<file path="config.mk">
export PLATFORM = sky130hd
export DESIGN_NAME = pfp_top
export DESIGN_NICKNAME = d
export VERILOG_FILES = /design/src/rtl/pfp_pkg.sv /design/src/rtl/pfp_cmd_rom.sv /design/src/rtl/pfp_bus_phy.sv /design/src/rtl/pfp_poll_budget.sv /design/src/rtl/pfp_top.sv
export SDC_FILE = /design/constraint.sdc
export NUM_CORES = 1
export LEC_CHECK = 0
export ABC_CLOCK_PERIOD_IN_PS = 3700
export BUFFER_PORTS_ARGS = -buffer_cell sky130_fd_sc_hd__buf_2
export CAP_MARGIN = 30
export CELL_PAD_IN_SITES_DETAIL_PLACEMENT = 1
export CELL_PAD_IN_SITES_GLOBAL_PLACEMENT = 1
export CORE_UTILIZATION = 42
export DETAILED_ROUTE_END_ITERATION = 7
export GPL_TIMING_DRIVEN = 0
export PLACE_DENSITY_LB_ADDON = 0.1
export SETUP_SLACK_MARGIN = 0.05
export SLEW_MARGIN = 10
export SYNTH_ARGS = -nofsm -noshare
export SYNTH_HDL_FRONTEND = slang
export SYNTH_HIERARCHICAL = 1
export SYNTH_SLANG_ARGS = --single-unit
export TNS_END_PERCENT = 30
</file>
<file path="constraint.sdc">
create_clock -name clk -period 3.7 [get_ports clk]
set_clock_uncertainty 0.15 [all_clocks]
set_input_delay 0.555 -clock clk [delete_from_list [all_inputs] [get_ports clk]]
set_output_delay 0.555 -clock clk [all_outputs]
set_load 0.01 [all_outputs]
</file>
<file path="src/rtl/pfp_pkg.sv">
`timescale 1ns/1ps
package pfp_pkg;
  typedef enum logic [1:0] {
    OP_READ  = 2'd0,
    OP_PROG  = 2'd1,
    OP_ERASE = 2'd2,
    OP_IDENT = 2'd3
  } op_e;

  typedef enum logic [1:0] {
    K_WR   = 2'd0,
    K_RD   = 2'd1,
    K_POLL = 2'd2,
    K_END  = 2'd3
  } kind_e;

  typedef enum logic [1:0] {
    C_IDLE  = 2'd0,
    C_ISSUE = 2'd1,
    C_WAIT  = 2'd2,
    C_RESP  = 2'd3
  } ctl_e;

  typedef enum logic [2:0] {
    B_IDLE  = 3'd0,
    B_WSET  = 3'd1,
    B_STRB  = 3'd2,
    B_REST  = 3'd3,
    B_RSET  = 3'd4,
    B_ACC   = 3'd5,
    B_RECOV = 3'd6
  } phy_e;

  localparam int STEP_W = 3;
endpackage

</file>
<file path="src/rtl/pfp_cmd_rom.sv">
`timescale 1ns/1ps
module pfp_cmd_rom #(
  parameter int ADDR_W = 19,
  parameter int DATA_W = 8
) (
  input  pfp_pkg::op_e                 op,
  input  logic [pfp_pkg::STEP_W-1:0]   step,
  input  logic [ADDR_W-1:0]            base_addr,
  input  logic [DATA_W-1:0]            wdata,
  output pfp_pkg::kind_e               kind,
  output logic [ADDR_W-1:0]            addr,
  output logic [DATA_W-1:0]            data,
  output logic                         tgt
);
  import pfp_pkg::*;

  localparam logic [ADDR_W-1:0] UA_HI = ADDR_W'(20'h05555);
  localparam logic [ADDR_W-1:0] UA_LO = ADDR_W'(20'h02AAA);
  localparam logic [DATA_W-1:0] C_AA  = DATA_W'(8'hAA);
  localparam logic [DATA_W-1:0] C_55  = DATA_W'(8'h55);
  localparam logic [DATA_W-1:0] C_PRG = DATA_W'(8'hA0);
  localparam logic [DATA_W-1:0] C_ER1 = DATA_W'(8'h80);
  localparam logic [DATA_W-1:0] C_ER2 = DATA_W'(8'h10);
  localparam logic [DATA_W-1:0] C_IDN = DATA_W'(8'h90);
  localparam logic [DATA_W-1:0] C_EXT = DATA_W'(8'hF0);

  always_comb begin
    kind = K_END;
    addr = '0;
    data = '0;
    tgt  = 1'b0;
    unique case (op)
      OP_READ: begin
        if (step == 3'd0) begin
          kind = K_RD;
          addr = base_addr;
        end
      end
      OP_PROG: begin
        unique case (step)
          3'd0: begin kind = K_WR; addr = UA_HI; data = C_AA;  end
          3'd1: begin kind = K_WR; addr = UA_LO; data = C_55;  end
          3'd2: begin kind = K_WR; addr = UA_HI; data = C_PRG; end
          3'd3: begin kind = K_WR; addr = base_addr; data = wdata; end
          3'd4: begin kind = K_POLL; addr = base_addr; tgt = wdata[DATA_W-1]; end
          default: kind = K_END;
        endcase
      end
      OP_ERASE: begin
        unique case (step)
          3'd0: begin kind = K_WR; addr = UA_HI; data = C_AA;  end
          3'd1: begin kind = K_WR; addr = UA_LO; data = C_55;  end
          3'd2: begin kind = K_WR; addr = UA_HI; data = C_ER1; end
          3'd3: begin kind = K_WR; addr = UA_HI; data = C_AA;  end
          3'd4: begin kind = K_WR; addr = UA_LO; data = C_55;  end
          3'd5: begin kind = K_WR; addr = UA_HI; data = C_ER2; end
          3'd6: begin kind = K_POLL; addr = '0; tgt = 1'b1; end
          default: kind = K_END;
        endcase
      end
      OP_IDENT: begin
        unique case (step)
          3'd0: begin kind = K_WR; addr = UA_HI; data = C_AA;  end
          3'd1: begin kind = K_WR; addr = UA_LO; data = C_55;  end
          3'd2: begin kind = K_WR; addr = UA_HI; data = C_IDN; end
          3'd3: begin kind = K_RD; addr = {{(ADDR_W-1){1'b0}}, base_addr[0]}; end
          3'd4: begin kind = K_WR; addr = UA_HI; data = C_EXT; end
          default: kind = K_END;
        endcase
      end
      default: kind = K_END;
    endcase
  end
endmodule

</file>
<file path="src/rtl/pfp_bus_phy.sv">
`timescale 1ns/1ps
module pfp_bus_phy #(
  parameter int ADDR_W = 19,
  parameter int DATA_W = 8,
  parameter int CLK_NS = 10,
  parameter int WP_NS  = 200,
  parameter int WPH_NS = 200,
  parameter int ACC_NS = 70
) (
  input  logic              clk,
  input  logic              rst,
  input  logic              go,
  input  logic              is_wr,
  input  logic [ADDR_W-1:0] addr,
  input  logic [DATA_W-1:0] wdata,
  output logic              done,
  output logic [DATA_W-1:0] rdata,
  output logic [ADDR_W-1:0] fl_addr,
  output logic              fl_ce_n,
  output logic              fl_oe_n,
  output logic              fl_we_n,
  output logic [DATA_W-1:0] fl_dq_o,
  output logic              fl_dq_oe,
  input  logic [DATA_W-1:0] fl_dq_i
);
  import pfp_pkg::*;

  localparam int WP_CYC  = (WP_NS  + CLK_NS - 1) / CLK_NS;
  localparam int WPH_CYC = (WPH_NS + CLK_NS - 1) / CLK_NS;
  localparam int ACC_CYC = (ACC_NS + CLK_NS - 1) / CLK_NS + 1;
  localparam int M1      = (WP_CYC > WPH_CYC) ? WP_CYC : WPH_CYC;
  localparam int MAXC    = (M1 > ACC_CYC) ? M1 : ACC_CYC;
  localparam int CNT_W   = $clog2(MAXC + 1);

  phy_e             st;
  logic [CNT_W-1:0] cnt;

  always_ff @(posedge clk) begin
    if (rst) begin
      st       <= B_IDLE;
      cnt      <= '0;
      done     <= 1'b0;
      rdata    <= '0;
      fl_addr  <= '0;
      fl_ce_n  <= 1'b1;
      fl_oe_n  <= 1'b1;
      fl_we_n  <= 1'b1;
      fl_dq_o  <= '0;
      fl_dq_oe <= 1'b0;
    end else begin
      done <= 1'b0;
      unique case (st)
        B_IDLE: begin
          if (go) begin
            fl_addr  <= addr;
            fl_ce_n  <= 1'b0;
            fl_oe_n  <= 1'b1;
            fl_we_n  <= 1'b1;
            fl_dq_o  <= wdata;
            fl_dq_oe <= is_wr;
            st       <= is_wr ? B_WSET : B_RSET;
          end
        end
        B_WSET: begin
          fl_we_n <= 1'b0;
          cnt     <= CNT_W'(WP_CYC - 1);
          st      <= B_STRB;
        end
        B_STRB: begin
          if (cnt == '0) begin
            fl_we_n <= 1'b1;
            cnt     <= CNT_W'(WPH_CYC - 1);
            st      <= B_REST;
          end else begin
            cnt <= cnt - 1'b1;
          end
        end
        B_REST: begin
          if (cnt == '0) begin
            fl_ce_n  <= 1'b1;
            fl_dq_oe <= 1'b0;
            done     <= 1'b1;
            st       <= B_IDLE;
          end else begin
            cnt <= cnt - 1'b1;
          end
        end
        B_RSET: begin
          fl_oe_n <= 1'b0;
          cnt     <= CNT_W'(ACC_CYC - 1);
          st      <= B_ACC;
        end
        B_ACC: begin
          if (cnt == '0) begin
            rdata   <= fl_dq_i;
            fl_oe_n <= 1'b1;
            fl_ce_n <= 1'b1;
            st      <= B_RECOV;
          end else begin
            cnt <= cnt - 1'b1;
          end
        end
        B_RECOV: begin
          done <= 1'b1;
          st   <= B_IDLE;
        end
        default: st <= B_IDLE;
      endcase
    end
  end

  a_r3_oe_high_in_write: assert property (@(posedge clk) disable iff (rst)
    !fl_we_n |-> fl_oe_n);
  a_r2_ce_covers_strobe: assert property (@(posedge clk) disable iff (rst)
    !fl_we_n |-> !fl_ce_n);
  a_r4_released_under_oe: assert property (@(posedge clk) disable iff (rst)
    !fl_oe_n |-> !fl_dq_oe);
  a_r2_addr_held_in_strobe: assert property (@(posedge clk) disable iff (rst)
    (!fl_we_n && $past(!fl_we_n)) |-> ($stable(fl_addr) && $stable(fl_dq_o)));
endmodule

</file>
<file path="src/rtl/pfp_poll_budget.sv">
`timescale 1ns/1ps
module pfp_poll_budget #(
  parameter int POLL_MAX = 4096
) (
  input  logic clk,
  input  logic rst,
  input  logic clr,
  input  logic miss,
  output logic last
);
  localparam int PC_W = $clog2(POLL_MAX + 1);

  logic [PC_W-1:0] cnt;

  always_ff @(posedge clk) begin
    if (rst || clr) begin
      cnt <= '0;
    end else if (miss && !last) begin
      cnt <= cnt + 1'b1;
    end
  end

  assign last = (cnt == PC_W'(POLL_MAX - 1));

  a_r9_budget_bounded: assert property (@(posedge clk) disable iff (rst)
    cnt < PC_W'(POLL_MAX));
endmodule

</file>
<file path="src/rtl/pfp_top.sv">
`timescale 1ns/1ps
module pfp_top #(
  parameter int ADDR_W   = 19,
  parameter int DATA_W   = 8,
  parameter int CLK_NS   = 10,
  parameter int WP_NS    = 200,
  parameter int WPH_NS   = 200,
  parameter int ACC_NS   = 70,
  parameter int POLL_MAX = 4096
) (
  input  logic              clk,
  input  logic              rst,
  input  logic              req_valid,
  output logic              req_ready,
  input  logic [1:0]        req_op,
  input  logic [ADDR_W-1:0] req_addr,
  input  logic [DATA_W-1:0] req_wdata,
  output logic              rsp_valid,
  output logic [DATA_W-1:0] rsp_rdata,
  output logic              rsp_err,
  output logic [ADDR_W-1:0] fl_addr,
  output logic              fl_ce_n,
  output logic              fl_oe_n,
  output logic              fl_we_n,
  output logic [DATA_W-1:0] fl_dq_o,
  output logic              fl_dq_oe,
  input  logic [DATA_W-1:0] fl_dq_i
);
  import pfp_pkg::*;

  ctl_e                st;
  op_e                 op_q;
  logic [ADDR_W-1:0]   addr_q;
  logic [DATA_W-1:0]   wdata_q;
  logic [STEP_W-1:0]   step;
  logic [DATA_W-1:0]   last_rd;
  logic                go;
  kind_e               s_kind;
  logic [ADDR_W-1:0]   s_addr;
  logic [DATA_W-1:0]   s_data;
  logic                s_tgt;
  logic                bus_done;
  logic [DATA_W-1:0]   bus_rd;
  logic                poll_clr;
  logic                poll_miss;
  logic                poll_last;

  pfp_cmd_rom #(.ADDR_W(ADDR_W), .DATA_W(DATA_W)) u_rom (
    .op(op_q), .step(step), .base_addr(addr_q), .wdata(wdata_q),
    .kind(s_kind), .addr(s_addr), .data(s_data), .tgt(s_tgt)
  );

  pfp_bus_phy #(
    .ADDR_W(ADDR_W), .DATA_W(DATA_W), .CLK_NS(CLK_NS),
    .WP_NS(WP_NS), .WPH_NS(WPH_NS), .ACC_NS(ACC_NS)
  ) u_phy (
    .clk(clk), .rst(rst), .go(go), .is_wr(s_kind == K_WR),
    .addr(s_addr), .wdata(s_data), .done(bus_done), .rdata(bus_rd),
    .fl_addr(fl_addr), .fl_ce_n(fl_ce_n), .fl_oe_n(fl_oe_n),
    .fl_we_n(fl_we_n), .fl_dq_o(fl_dq_o), .fl_dq_oe(fl_dq_oe),
    .fl_dq_i(fl_dq_i)
  );

  assign poll_clr  = (st == C_IDLE);
  assign poll_miss = (st == C_WAIT) && bus_done && (s_kind == K_POLL) &&
                     (bus_rd[DATA_W-1] != s_tgt);

  pfp_poll_budget #(.POLL_MAX(POLL_MAX)) u_budget (
    .clk(clk), .rst(rst), .clr(poll_clr), .miss(poll_miss), .last(poll_last)
  );

  assign req_ready = (st == C_IDLE);

  always_ff @(posedge clk) begin
    if (rst) begin
      st        <= C_IDLE;
      op_q      <= OP_READ;
      addr_q    <= '0;
      wdata_q   <= '0;
      step      <= '0;
      last_rd   <= '0;
      go        <= 1'b0;
      rsp_valid <= 1'b0;
      rsp_rdata <= '0;
      rsp_err   <= 1'b0;
    end else begin
      go <= 1'b0;
      unique case (st)
        C_IDLE: begin
          if (req_valid) begin
            op_q    <= op_e'(req_op);
            addr_q  <= req_addr;
            wdata_q <= req_wdata;
            step    <= '0;
            st      <= C_ISSUE;
          end
        end
        C_ISSUE: begin
          if (s_kind == K_END) begin
            rsp_valid <= 1'b1;
            rsp_rdata <= last_rd;
            rsp_err   <= 1'b0;
            st        <= C_RESP;
          end else begin
            go <= 1'b1;
            st <= C_WAIT;
          end
        end
        C_WAIT: begin
          if (bus_done) begin
            unique case (s_kind)
              K_POLL: begin
                last_rd <= bus_rd;
                if (bus_rd[DATA_W-1] == s_tgt) begin
                  step <= step + 1'b1;
                  st   <= C_ISSUE;
                end else if (poll_last) begin
                  rsp_valid <= 1'b1;
                  rsp_rdata <= bus_rd;
                  rsp_err   <= 1'b1;
                  st        <= C_RESP;
                end else begin
                  st <= C_ISSUE;
                end
              end
              K_RD: begin
                last_rd <= bus_rd;
                step    <= step + 1'b1;
                st      <= C_ISSUE;
              end
              default: begin
                step <= step + 1'b1;
                st   <= C_ISSUE;
              end
            endcase
          end
        end
        C_RESP: begin
          rsp_valid <= 1'b0;
          rsp_err   <= 1'b0;
          st        <= C_IDLE;
        end
        default: st <= C_IDLE;
      endcase
    end
  end

  a_r10_rsp_single: assert property (@(posedge clk) disable iff (rst)
    rsp_valid |=> !rsp_valid);
  a_r10_err_with_valid: assert property (@(posedge clk) disable iff (rst)
    rsp_err |-> rsp_valid);
  a_r10_busy_not_ready: assert property (@(posedge clk) disable iff (rst)
    (req_valid && req_ready) |=> !req_ready);
  a_r4_no_strobe_in_read: assert property (@(posedge clk) disable iff (rst)
    !fl_oe_n |-> fl_we_n);
endmodule

</file>
# Yosys cells after proc, flatten, opt, wreduce, memory -nomap -nowiden
# Cells that the tools add are included.
# op_classes
n_reduce_logical	46
add_sub_neg	3
eq_ne	37
n_mux	64
n_bitwise	1
# ops
op	n
8-bit one-hot mux with 4 select lines	3
19-bit one-hot mux with 4 select lines	1
19-bit one-hot mux with 3 select lines	1
15-bit one-hot mux with 3 select lines	1
8-bit 2-to-1 mux	5
15-bit one-hot mux with 2 select lines	1
3-bit 2-to-1 mux	9
8-bit one-hot mux with 3 select lines	1
5-bit one-hot mux with 4 select lines	1
19-bit 2-to-1 mux	1
3-bit equality test (second input constant)	6
3-bit one-hot mux with 6 select lines	1
1-bit 2-to-1 mux	16
2-bit one-hot mux with 4 select lines	2
8-bit one-hot mux with 2 select lines	1
3-bit AND reduction	5
2-bit by 1-bit inequality test with 1-bit output (second input constant)	7
2-bit OR reduction	7
13-bit by 1-bit adder with 13-bit output (second input constant)	1
13-bit by 12-bit equality test with 1-bit output (second input constant)	1
2-bit equality test (second input constant)	6
3-bit by 2-bit equality test with 1-bit output (second input constant)	4
2-bit 2-to-1 mux	6
1-bit one-hot mux with 3 select lines	4
28 further kinds	60
# word_totals
regBits	114
out_inout_bits	42
wordCells	172
input_bits	40

# Depth between registers and ports, before layout
# Gate-level depths: netlist of run 1.
# depth
word_depth	8
mapped_depth	15
depth_no_buf	14

# Cells and area by module
# The synthesis of run 1 kept the hierarchy.
# modules_own_cells
mod	cells_each	area_each_um2	n_inst
pfp_top	257	2155.8	1
pfp_bus_phy	249	2023.2	1
pfp_cmd_rom	186	1091.0	1
pfp_poll_budget	77	641.9	1

# Least setup slack after synthesis of run 1
# No wires, ideal clock.
# synth_path
path_kind	register to register
from	register op_q[0]
to	register u_budget.cnt[7]
arrival_time_ns	2.879
path_slack_ns	0.601
required_ns	3.480
path_stages_with_launch	16
cell_sequence	dfxtp_1 -> inv_1 -> ha_1 -> buf_2 -> a21o_1 -> nand2_1 -> o21ai_0 -> a221o_1 -> inv_1 -> ha_1 -> nand2b_1 -> nor2_1 -> nand4_2 -> or2_4 -> or4_1 -> a21oi_1
# synth_via
elab_chain_len	6
elab_cells_between_ends	11
cone_classes	eq/ne: 5; mux: 2; reduce/logical: 4
# synth_rtl
item	line	rtl
start, declared	pfp_top.sv:32	op_e op_q;
start signal, assigned	pfp_top.sv:91	op_q <= op_e'(req_op);
2-bit equality test, or another cell as far along	pfp_cmd_rom.sv:32	unique case (op)
2-bit one-hot mux with 4 select lines (*)	pfp_cmd_rom.sv:32	
net s_kind[0]	pfp_top.sv:38	kind_e s_kind;
2-bit equality test (*)	pfp_top.sv:65	assign poll_miss = (st == C_WAIT) && bus_done && (s_kind == K_POLL) &&
1-bit logical AND (*) (2 in a row)	pfp_top.sv:65	
net poll_miss	pfp_top.sv:45	logic poll_miss;
1-bit logical AND (*)	pfp_poll_budget.sv:18	end else if (miss && !last) begin
end signal, assigned	pfp_poll_budget.sv:19	cnt <= cnt + 1'b1;
end, declared	pfp_poll_budget.sv:13	logic [PC_W-1:0] cnt;
# Mark *: on every way through the listed nets, which the timed path passes. The rest lies on a longest branch.
# A chain may end at the register's enable or synchronous reset.

# Worst setup path in the final report of run 1
# Same ends and word-level chain as after synthesis.

==> results of run 1 <==
[per-layer routing]
layer	part of all wire, %	track usage [%]	vias up
li1	-	-	2870
met1	44	32.4	2885
met2	49	46.8	121
met3	3.4	5.00	47
met4	3.5	13.0	4
met5	0.11	0	-
[stage by stage]
stage / power (mW) / setup WS [ns] / hold WS (ns) / utilization (%) / cells
floorplan: 1.89 / 0.601 / 0.267 / - / 769
global placement: 2.07 / 0.282 / 0.289 / 48.4 / 1026
detailed placement: 2.10 / 0.160 / 0.296 / 48.4 / 1026
CTS: 3.71 / 0.135 / 0.213 / 52.7 / 1057
global route: 3.87 / 0.0822 / 0.231 / 52.8 / 1057
finish: 3.70 / 0.331 / 0.219 / 52.8 / 1057
[cells in the mapped netlist, drive strengths merged, types with 3 or more instances]
| master | n |
|---|---|
| and3 | 6 |
| o31ai | 4 |
| nand4 | 4 |
| a21o | 3 |
| or3 | 6 |
| nor2b | 18 |
| xor2 | 3 |
| o21ai | 34 |
| buf | 26 |
| nand3b | 4 |
| a211oi | 12 |
| clkbuf | 31 |
| dfxtp | 114 |
| and2 | 10 |
| a31oi | 8 |
| nand2 | 181 |
| or2 | 4 |
| o22ai | 4 |
| nand3 | 6 |
| nand2b | 7 |
| nor2 | 54 |
| nor3b | 3 |
| inv | 16 |
| nor3 | 16 |
| a22oi | 18 |
| a21oi | 100 |
| mux2i | 20 |
| o2bb2ai | 8 |
| ha | 11 |
[worst register-to-register path: cells and delay by family, from the launching register on]
family,cells,cell delay [ns]
and+or+nand+nor,6,1.21
AOI/OAI and AO/OA,4,0.79
adders and majority gates,2,0.43
buffers and inverters,3,0.37
DFF,1,0.35
[area by class of cell]
cell class	count	share of cell area, %
multi-input combinational	581	46.2
clock inverter	9	1.49
clock buffer	22	6.65
tap	176	3.09
timing repair buffer	81	5.69
buffer	57	3.93
inverter	17	0.895
sequential	114	32.0
[timing repair]
action | in CTS | in global routing
endpoints found under the setup margin | 0 | 6
resized for setup | 0 | 7
setup buffers | 0 | 0
hold buffers | 0 | 0
[layout by cell type, fill, tap and decap left out, drive strengths merged, types with 11 or more instances in the layout]
cell / instances
mux2i: 20
o21ai: 34
clkbuf: 53
inv: 16
nand2: 181
a21oi: 100
dfxtp: 114
nor2: 54
a22oi: 18
a211oi: 12
nor2b: 18
buf: 107
ha: 11
nor3: 16
[power groups by stage]
stage                     clock network, mW  logic (mW)  registers (mW)
after global placement                    0       0.697            1.37
after detailed placement                  0       0.727            1.38
after global routing                   1.69       0.822            1.36
final                                  1.60       0.743            1.35
after floorplan                           0       0.520            1.37
after CTS                              1.63       0.735            1.35
[flip-flops by register name (all words and copies together) (netlist names)]
name / cells
u_budget/cnt: 13
u_phy/fl_dq_oe: 1
st: 2
step: 3
u_phy/st: 3
u_phy/fl_dq_o: 8
rsp_err: 1
rsp_valid: 1
addr_q: 19
u_phy/fl_addr: 19
u_phy/fl_oe_n: 1
u_phy/cnt: 5
op_q: 2
u_phy/rdata: 8
rsp_rdata: 8
u_phy/done: 1
u_phy/fl_ce_n: 1
go: 1
u_phy/fl_we_n: 1
wdata_q: 8
last_rd: 8
[worst paths after layout]
| check | start | to | slack, ns | depth (start not counted) |
|---|---|---|---|---|
| setup / recovery | op_q[0]$_SDFFE_PP0P_ | u_budget/cnt[7]$_SDFFE_PP0P_ | 0.33 | 15 |
| hold / removal | req_op[0] | op_q[0]$_SDFFE_PP0P_ | 0.22 | 3 |
| setup reg to reg | op_q[0]$_SDFFE_PP0P_ | u_budget/cnt[7]$_SDFFE_PP0P_ | 0.33 | 15 |
| hold reg to reg | addr_q[18]$_SDFFE_PP0P_ | addr_q[18]$_SDFFE_PP0P_ | 0.30 | 2 |
[kinds of logic (layout without fill, tap and decap cells)]
| kind of cell | after synthesis | count (layout) |
|---|---|---|
| AO/OA/AOI/OAI | 217 | 217 |
| adder cells (fa/ha/maj) | 12 | 12 |
| XOR/XNOR | 5 | 5 |
| flip-flops | 114 | 114 |
| multiplexers | 21 | 21 |
| buffers and inverters | 74 | 186 |
| AND/OR/NAND/NOR | 326 | 326 |
==> impl_metrics.ini, run 1 <==
[status]
status = finished clean

[drt]
wire_per_inst_um = 17.7
routed_via_density = 5.61
vias = 5927
drc = 0
dr.pass1.iters = 4
routed_wl_mm = 18.7
drtIter0Drc = 351
antenna_left = 0

[global_route]
grt_max_degree = 17
grt_overflow_total = 0
grt_pass1_wl_mm = 30.7
track_usage_pct = 27.1
grt_antenna_before_repair = 2
first_global_vias = 6094

[sta]
hold_viol = 0
tightestPinTransition_ns = 0.735
slew_headroom_pct = 49.7
setup_viol = 0
tns_ns = 0
slew_viol_final = 0
period_share_pct = 91.1
fmax_mhz = 297
post-route-min-period_ns = 3.37
rsz0062_at_grt = no

[setup_path]
path_cells = inv_1 > ha_1 > buf_2 > a21o_1 > nand2_1 > o21ai_0 > a221o_1 > inv_1 > ha_2 > nand2b_1 > nor2_4 > nand4_2 > or2_4 > or4_1 > a21oi_1
critPathSlowestCell = or4_1
worst_setup_path_end_kind = flip-flop
slowest_delay_ns = 0.41
worstPathMaxFanout = 10
path_buf_inv = 3
cpLargestDelayFamily = simple AND/OR/NAND/NOR gates
worstPathArrival_ns = 3.56
crit_type = reg2reg
cp-start-kind = flip-flop
worstPathRequired_ns = 3.89
cpMostUsedCell = inv_1

[placed_design]
finalWeightedCongestion = 0.897
placed_area_um2 = 6540
numPortBuffers = 81
dpl.hpwl_mm = 13.7

[logic_synthesis]
synth_xor_area_share_pct = 0.868
synth.yosys.seq_area_share_pct = 38.6
syn_inst = 769
yosys-top-cells-area = dfxtp_1, nand2_1, a21oi_1
synth_top_family_by_area = simple AND/OR/NAND/NOR gates
yosys_warnings = 6
yosys.area_share.adder_pct = 2.50
syn_area_per_cell_um2 = 7.69
ys_seq_elements = 114
synth_area_um2 = 5910
synth-edff-count = 0
synthMuxAreaShare_pct = 3.58
yosysTopAreaCell = dfxtp_1
syn_nets = 820
synth_flop_cell = dfxtp_1
yosys.area_share.simple_pct = 25.7
synthArstFlopShare_pct = 0
synthDistinctLibCells = 78
synth_top_area_share_pct = 38.6
synth_compound_area_share_pct = 23.0

[min_path]
hp-class = in2reg

[clock_network]
cts.sinks = 114
cts_tree = done
clock_latency_ns = 0.42
clock_path_buffers = 2
cts_root_buf = clkbuf_16
cts_buffers = 17
htreeDepth = 4
clk_pin_slew_ns = 0.05

[final_layout]
drive_above_1_share_pct = 18.3
area_delta_synth_final_pct = 20.6
finalNetCount = 920
multi_input_area_um2 = 3300
diodes = 0
num-fill-cells = 1732
post-route-cell-area_um2 = 7130
seqCellArea_um2 = 2280

[floorplan]
io_pins = 82
dieArea_um2 = 14600
core-area_um2 = 13500
row_count = 42
start_util_pct = 43.8
fp.dieW_um = 121
die-height_um = 121

[power]
p_switching_mw = 1.09
pwr-share-clk_pct = 43.4
peakVddDrop_uv = 417
p_int_mw = 2.61
leakage_nw = 2.75
combPwrFrac_pct = 20.1
p_per_area_nw_per_um2 = 519
seqPwrFrac_pct = 36.5
switching_share_pct = 29.5

[run]
drv_cap = 0
Note: power is estimated with default switching activity, not from simulation.
==> inputs of run 2 (changes only) <==
Settings changed: CELL_PAD_IN_SITES_GLOBAL_PLACEMENT 1 to 2, CORE_UTILIZATION 42 to 33, CTS_BUF_LIST set to sky130_fd_sc_hd__clkbuf_16, GPL_TIMING_DRIVEN 0 to unset.
==> run 2 against run 1 <==
Against the previous run:
- first-iteration DRC count down 34%
- count of clock-buffer cells in the layout decreased by 5
- global-route usage shrank 6.4 points
- hold slack better by 0.015 ns
- combinational power down 15%
- clock power down 4%
- cell area down 1.2%
- non-clock buffer count shrank 40
- final cell count grew 1.2%
- core utilization fell by 12 points
- critical endpoint unchanged
- highest routed layer unchanged
==> impl_metrics.ini, run 2 (synthesized netlist as in run 1, its figures left out) <==
[status]
status = finished clean

[setup_path]
worstPathMaxFanout = 13
cpLargestDelayFamily = simple AND/OR/NAND/NOR gates
worstPathArrival_ns = 3.54
critPathSlowestCell = or4_1
crit_type = reg2reg
path_cells = inv_1 > ha_1 > buf_4 > inv_1 > o21ai_0 > a221o_1 > inv_1 > ha_1 > nand2b_1 > nor2_1 > nand4_2 > or2_4 > or4_1 > a21oi_1
r2r_start = op_q[1]$_SDFFE_PP0P_
worstPathRequired_ns = 3.89
worst_setup_path_end_kind = flip-flop
cp-start-kind = flip-flop
r2r-end = u_budget/cnt[7]$_SDFFE_PP0P_
cpMostUsedCell = inv_1
slowest_delay_ns = 0.41
reg2reg_depth = 14
reg2reg_slack_ns = 0.35
path_buf_inv = 4

[clock_network]
clk_pin_slew_ns = 0.06
clock_latency_ns = 0.41
holdBufCountCts = 0
cts.sinks = 114
clock_path_buffers = 2
cts_buffers = 17
cts_tree = done
cts_resized = 0
htreeDepth = 4
cts_root_buf = clkbuf_16
cts_setup_buffers = 0

[sta]
rsz0062_at_grt = no
post-route-min-period_ns = 3.35
period_share_pct = 90.5
setup_viol = 0
tns_ns = 0
fmax_mhz = 299
tightestPinTransition_ns = 0.937
hold_viol = 0
slew_headroom_pct = 35.9
hold_slack_ns = 0.234
slew_viol_final = 0

[final_layout]
area_delta_synth_final_pct = 19.2
layout_common_cells = nand2_1, dfxtp_1, a21oi_1, buf_2, nor2_1
finalNetCount = 880
top_regs = addr_q (19), u_phy/fl_addr (19), u_budget/cnt (13)
instances_no_fill = 1070
drive_above_1_share_pct = 17.5
final_common_cell = nand2_1

[global_route]
grt_max_degree = 52
grt_antenna_before_repair = 5
grt_pass1_wl_mm = 29.4
grt_overflow_total = 0
first_global_vias = 5848
track_usage_pct = 20.7

[placed_design]
finalWeightedCongestion = 0.801
dp_cells = 1035
dpl.hpwl_mm = 13.0
numPortBuffers = 81

[min_path]
worstHoldStart = req_addr[8]
min_to = addr_q[8]$_SDFFE_PP0P_
hold_depth = 3
hp-class = in2reg

[drt]
routed_via_density = 5.24
antenna_left = 0
dr.pass1.iters = 4
drtIter0Drc = 232
drc = 0
routed_wl_mm = 18.2
vias = 5602
wire_per_inst_um = 17.0

[floorplan]
die-height_um = 136
core-area_um2 = 17400
io_pins = 82
fp.dieW_um = 136
dieArea_um2 = 18500
start_util_pct = 33.9
row_count = 48

[run]
drv_cap = 0

[power]
p_per_area_nw_per_um2 = 506
peakVddDrop_uv = 308
leakage_nw = 2.69
-- run 2: layout make-up --
type                    instances  area (um^2)
well taps                     225          282
clock buffers                  17          425
flip-flops and latches        114         2280
multi-input cells             581         3290
inverters                      17         63.8
fillers                      2120        10400
diodes                          3         7.51
clock inverters                15          126
repair buffers                 98          567
-- run 2: metal layers --
layer | share of wire (%) | up-vias | global-route usage [%]
li1 | - | 2791 | -
met1 | 43 | 2688 | 23.3
met5 | 0.13 | - | 0
met4 | 1.8 | 4 | 6.80
met2 | 51 | 96 | 36.9
met3 | 4.2 | 23 | 6.30
-- run 2: worst max path at each step --
stage | from | end | slack [ns] | cells past startpoint
3_5_place_dp | op_q[1]$_SDFFE_PP0P_ | u_budget/cnt[7]$_SDFFE_PP0P_ | 0.41 | 14
3_3_place_gp | op_q[1]$_SDFFE_PP0P_ | u_budget/cnt[7]$_SDFFE_PP0P_ | 0.54 | 14
2_1_floorplan | op_q[0]$_SDFFE_PP0P_ | u_budget/cnt[7]$_SDFFE_PP0P_ | 0.60 | 15
4_1_cts | op_q[1]$_SDFFE_PP0P_ | u_budget/cnt[7]$_SDFFE_PP0P_ | 0.37 | 14
6_report | op_q[1]$_SDFFE_PP0P_ | u_budget/cnt[7]$_SDFFE_PP0P_ | 0.35 | 14
5_1_grt | op_q[0]$_SDFFE_PP0P_ | u_budget/cnt[7]$_SDFFE_PP0P_ | 0.10 | 14
-- run 2: through the flow --
stage / setup slack [ns] / area [um^2] / utilization, % / power, mW
after floorplan: 0.601 / 5910 / - / 1.89
after global placement: 0.544 / 6430 / 36.9 / 2.02
after detailed placement: 0.410 / 6490 / 37.2 / 2.06
after CTS: 0.366 / 7040 / 40.4 / 3.62
after global routing: 0.101 / 7040 / 40.4 / 3.75
final: 0.350 / 7050 / 40.5 / 3.56
-- run 2: where the power goes --
group / leakage [nW] / switching [mW] / total (mW) / internal (mW)
sequential: 0.925 / 0.0937 / 1.39 / 1.30
combinational: 1.49 / 0.384 / 0.634 / 0.250
clock: 0.276 / 0.568 / 1.54 / 0.969
-- run 2: worst reg2reg max path, cell delays in order (launching register included) --
cell and delay (ns):
dfxtp_1 0.38, inv_1 0.08, ha_1 0.21, buf_4 0.19
inv_1 0.08, o21ai_0 0.08, a221o_1 0.36, inv_1 0.11
ha_1 0.22, nand2b_1 0.10, nor2_1 0.28, nand4_2 0.18
or2_4 0.29, or4_1 0.41, a21oi_1 0.15
